$ cat config.mk
export PLATFORM = sky130hd
export DESIGN_NAME = tamper_debounce
export DESIGN_NICKNAME = d
export VERILOG_FILES = /design/src/rtl/tamper_dbc_pkg.sv /design/src/rtl/tamper_dbc_count.sv /design/src/rtl/tamper_dbc_ctrl.sv /design/src/rtl/tamper_debounce.sv
export SDC_FILE = /design/constraint.sdc
export NUM_CORES = 1
export LEC_CHECK = 0
export BUFFER_PORTS_ARGS = -buffer_cell sky130_fd_sc_hd__clkbuf_2
export CORE_MARGIN = 3
export CORE_UTILIZATION = 57
export DETAILED_ROUTE_END_ITERATION = 12
export PLACE_DENSITY = 0.84
export SYNTH_ARGS = -nofsm -noshare
export SYNTH_HDL_FRONTEND = slang
export SYNTH_HIERARCHICAL = 1
export SYNTH_SLANG_ARGS = --single-unit
$ cat constraint.sdc
create_clock -name clk -period 5.9 [get_ports clk]
set_input_delay 0.885 -clock clk [delete_from_list [all_inputs] [get_ports clk]]
set_output_delay 0.885 -clock clk [all_outputs]
set_load 0.02 [all_outputs]
$ cat src/rtl/tamper_dbc_pkg.sv
package tamper_dbc_pkg;
  localparam int DBC_PINS   = 2;
  localparam int DBC_CODE_W = 3;
  // largest window is 2**CODE_W ticks, which needs one extra bit
  localparam int DBC_CNT_W  = DBC_CODE_W + 1;

  typedef struct packed {
    logic                 sample;     // reference tick: pins are evaluated
    logic                 enableAll;  // length code is non-zero
    logic [DBC_CNT_W-1:0] target;     // ticks needed for an event
  } dbcStrobe_t;
endpackage

$ cat src/rtl/tamper_dbc_count.sv
module tamper_dbc_count
  import tamper_dbc_pkg::*;
#(
  parameter int NUM_PINS = DBC_PINS
) (
  input  logic                clk,
  input  logic                rstN,
  input  dbcStrobe_t          strobe,
  input  logic [NUM_PINS-1:0] pinN,
  input  logic [NUM_PINS-1:0] pinEn,
  output logic [NUM_PINS-1:0] hit
);
  localparam int CNT_W = DBC_CNT_W;

  for (genvar g = 0; g < NUM_PINS; g++) begin : g_pin
    logic [CNT_W-1:0] cnt;
    logic [CNT_W-1:0] nextCnt;
    logic             fired;
    logic             live;

    assign live    = strobe.enableAll & pinEn[g];
    assign nextCnt = cnt + CNT_W'(1);
    // >= keeps a shortened window working when the code drops mid-count
    assign hit[g]  = strobe.sample & live & ~pinN[g] & ~fired &
                     (nextCnt >= strobe.target);

    always_ff @(posedge clk or negedge rstN) begin
      if (!rstN) begin
        cnt   <= '0;
        fired <= 1'b0;
      end else if (!live) begin
        cnt   <= '0;
        fired <= 1'b0;
      end else if (strobe.sample) begin
        if (pinN[g]) begin
          cnt   <= '0;
          fired <= 1'b0;
        end else if (!fired) begin
          if (hit[g]) begin
            cnt   <= '0;
            fired <= 1'b1;
          end else begin
            cnt <= nextCnt;
          end
        end
      end
    end
  end
endmodule

$ cat src/rtl/tamper_dbc_ctrl.sv
module tamper_dbc_ctrl
  import tamper_dbc_pkg::*;
#(
  parameter int NUM_PINS = DBC_PINS
) (
  input  logic                  clk,
  input  logic                  rstN,
  input  logic                  refTick,
  input  logic [DBC_CODE_W-1:0] dbcCode,
  input  logic                  clrEn,
  input  logic                  statusRd,
  input  logic [NUM_PINS-1:0]   hit,
  output dbcStrobe_t            strobe,
  output logic                  wakeReq,
  output logic                  backupClr,
  output logic [NUM_PINS-1:0]   statusFlags
);
  always_comb begin
    strobe.sample    = refTick;
    strobe.enableAll = (dbcCode != '0);
    strobe.target    = {1'b0, dbcCode} + DBC_CNT_W'(1);
  end

  always_ff @(posedge clk or negedge rstN) begin
    if (!rstN) begin
      wakeReq     <= 1'b0;
      backupClr   <= 1'b0;
      statusFlags <= '0;
    end else begin
      wakeReq     <= |hit;
      backupClr   <= (|hit) & clrEn;
      statusFlags <= (statusRd ? '0 : statusFlags) | hit;
    end
  end
endmodule

$ cat src/rtl/tamper_debounce.sv
module tamper_debounce
  import tamper_dbc_pkg::*;
#(
  parameter int NUM_PINS = DBC_PINS
) (
  input  logic                  clk,
  input  logic                  rstN,
  input  logic                  refTick,
  input  logic [NUM_PINS-1:0]   pinN,
  input  logic [NUM_PINS-1:0]   pinEn,
  input  logic [DBC_CODE_W-1:0] dbcCode,
  input  logic                  clrEn,
  input  logic                  statusRd,
  output logic                  wakeReq,
  output logic                  backupClr,
  output logic [NUM_PINS-1:0]   statusFlags
);
  dbcStrobe_t          strobe;
  logic [NUM_PINS-1:0] hit;

  tamper_dbc_ctrl #(.NUM_PINS(NUM_PINS)) u_ctrl (
    .clk(clk), .rstN(rstN), .refTick(refTick), .dbcCode(dbcCode),
    .clrEn(clrEn), .statusRd(statusRd), .hit(hit), .strobe(strobe),
    .wakeReq(wakeReq), .backupClr(backupClr), .statusFlags(statusFlags)
  );

  tamper_dbc_count #(.NUM_PINS(NUM_PINS)) u_count (
    .clk(clk), .rstN(rstN), .strobe(strobe), .pinN(pinN),
    .pinEn(pinEn), .hit(hit)
  );
endmodule

==> metrics.md <==
| Metric | Value |
|---|---|
| Outcome | complete, no violations |
| CTS tree | yes |
| Synthesis-to-layout area growth | 13.7% |
| Cts repair resizes | 0 |
| Worst hold path type | input pin to async pin |
| Cell taking the most area after synthesis | dfrtp_1 |
| CP Capture Type | register |
| Inserted Clock Buffers | 3 |
| Final Hold Viols | 0 |
| Most used flip-flop cell after synthesis | dfrtp_1 |
| Worst EP arrival | around 2.7 ns |
| Mapped Area | between 800 and 900 µm² |
| Peak supply drop | between 0.15 and 0.2 mV |
| Largest net degree at the start of global routing | 15 |
| Register area share after synthesis | between 30% and 40% |
| DRT antenna net count | 0 |
| Footprint of the multi-input gates | 512 µm² |
| Die width | approximately 46 µm |
| Area share of the largest cell type after synthesis | between 30% and 40% |
| Die Ht | around 46 µm |
| Total Wirelength | approximately 1600 µm |
| Final net count | between 100 and 150 |
| Antenna violations before repair | 0 |
| Final cell count without fillers | about 120 |
| Mapped Cells | between 80 and 90 |
| Slowest stage delay, CP | 0.40 ns |
| Clk root buf | clkbuf_4 |
| Tot GR Track Use | between 10% and 20% |
| DR vias/cell | around 5.8 |
| Final core utilization | about three quarters |
| Starting Density | 64.5% |
| Full die area | 0.00208 mm² |
| RSZ-0062 raised after global routing | no |
| Slew Viols, Final | 0 |
| Slew @ Worst Pin | around 0.47 ns |
| CP max-delay cell | o21ai_0 |
| Crit Path Class | input pin to register |
| Post-route setup TNS | 0 ns |
| Critical Path RT | a little over 6 ns |
| Clk sinks | 14 |
| Vias in the first global route | 623 |
| EDFF count, synth | 0 |
| F_max | about 400 MHz |
| Clk_lat worst skew | ~0.28 ns |
| CP Max Fanout | 4 |
| CP Cell Sequence | clkbuf_2 -> ha_1 -> xor2_1 -> inv_1 -> ha_1 -> o211ai_1 -> o21ai_0 -> nor2_1 -> a221o_1 |
| Gpl congestion | ~0.8 |
| Floorplan core area | around 0.0014 mm² |
| DRT iter0 DRCs | 9 |
| H-Tree Level Count | 1 |
| Commonest non-fill, non-tap cells in the layout | 15 x clkbuf_2, 14 x dfrtp_1, 12 x ha_1, 6 x inv_1, 6 x a21oi_1 |
| Routed vias | between 600 and 700 |
| Total gr overflow | 0 |
| # setup viols final | 0 |
| Commonest non-fill, non-tap cell in the layout | clkbuf_2 |
| CP startpoint kind | input pin |
| FF/Latch Area | ~350 µm² |
| IO Count | 16 |
| Syn nets | approximately 110 |
| Layout Skew | 0.00409 ns |
| Slew margin rel. | about two thirds |
| DRC viols | 0 |
| HPWL Detailed | about 1300 µm |
| Cell variety after synth | 28 |
| Post-layout minimum cycle time | ~2.5 ns |
| Drt first pass iters | 3 |
| Synthesis-stage register bit count | 14 |
| Max Cap Viol | 0 |
| Hold Buf Count CTS | 0 |
| Area contributors post-synth | dfrtp_1 39%, ha_1 17%, a22o_1 3.9%, nand2b_1 3.5%, a21oi_1 3.4% |
| Pwr Density | between 200 and 250 mW/mm² |
| Postcts setup bufs | 0 |
| Fin crit share | a little over two fifths |
| Filler cell count in the final layout | 110 |
| Async SR Flop Fraction | 100% |
| Leakage | around 0.56 nW |
| Placed cells | approximately 110 |
| WL/cell | around 14 µm |
| Proportion of layout cells with a drive suffix above 1 | roughly 26% |
| Clk buf depth | 2 |
| Port bufs | 15 |
| Synth warnings | 6 |
| Tot Pwr | roughly 0.21 mW |
| Clk pin slew, worst setup/hold paths | approximately 0.090 ns |
| Crit-path most repeated cell | ha_1 |
| Inserted Diodes | 0 |
| Num rows | 13 |
| First-pass GRT wire length | 2640 µm |
| Synthesized area per cell | 10.7 µm² |
[worst paths after layout]
kind	from	end	slack, ns	cells after the start
worst min-delay path	rstN	u_ctrl/backupClr	0.49	1
worst max register to register	u_count/g_pin[1].cnt[0]	u_count/g_pin[1].cnt[2]	3.66	7
min in group clk	u_ctrl/statusFlags[1]	u_ctrl/statusFlags[1]	0.50	1
max in group asynchronous	rstN	u_count/g_pin[1].cnt[0]	5.15	1
worst min register to register	u_ctrl/statusFlags[1]	u_ctrl/statusFlags[1]	0.50	1
worst max-delay path	dbcCode[0]	u_count/g_pin[1].cnt[2]	3.39	9
[layout make-up]
class,instances,share of cell area (%)
sequential,14,34.5
multi-input combinational,62,50.4
timing repair buffer,15,7.40
clock buffer,4,3.58
tap,15,1.85
inverter,6,2.22
[stage by stage]
step | hold WS (ns) | setup slack, ns | cell area, µm²
floorplan | 0.486 | 3.38 | 892
global placement | 0.465 | 3.13 | 978
detailed placement | 0.473 | 3.08 | 978
CTS | 0.494 | 3.39 | 1010
global route | 0.503 | 3.19 | 1010
finish | 0.489 | 3.39 | 1010
[sequential cells by signal, indices dropped and copies added, names as in the netlist]
name	flops
u_count/g_pin.fired	2
u_ctrl/statusFlags	2
u_ctrl/wakeReq	1
u_ctrl/backupClr	1
u_count/g_pin.cnt	8
[kinds of logic (layout without fill, tap and decap cells)]
| group | after synthesis | count (layout) | share of synthesized area, % |
|---|---|---|---|
| buffers and inverters | 7 | 25 | 3.37 |
| flip-flops | 14 | 14 | 39.3 |
| AO/OA/AOI/OAI | 21 | 21 | 16.4 |
| AND/OR/NAND/NOR | 23 | 23 | 17.7 |
| adder cells (fa/ha/maj) | 12 | 12 | 16.8 |
| XOR/XNOR | 4 | 4 | 3.93 |
| multiplexers | 2 | 2 | 2.52 |
[worst max-delay path: cells and delay by family]
kind	cells	cell delay, ns
AOI/OAI and AO/OA	3	0.84
adders and majority gates	2	0.47
buffers and inverters	2	0.17
and+or+nand+nor	1	0.16
xor gates and xnor gates	1	0.15
[power breakdown]
part	switching, mW	internal, mW	total (mW)
registers	0.00239	0.0989	0.101
logic	0.0190	0.0142	0.0332
clock network	0.0333	0.0376	0.0708
[cell usage after synthesis, types with 3 or more instances]
cell	instances
ha_1	12
nand2b_1	5
inv_1	6
a211oi_1	3
dfrtp_1	14
a21oi_1	6
nand2_1	3
a22o_1	4
[routing by layer]
metal,vias up,global-route usage [%],wire length [µm]
li1,343,-,-
met1,319,22.1,727
met2,7,31.2,845
met3,2,3.56,42
met4,0,5.26,13
met5,-,0,0
Note: power is estimated with default switching activity, not from simulation.
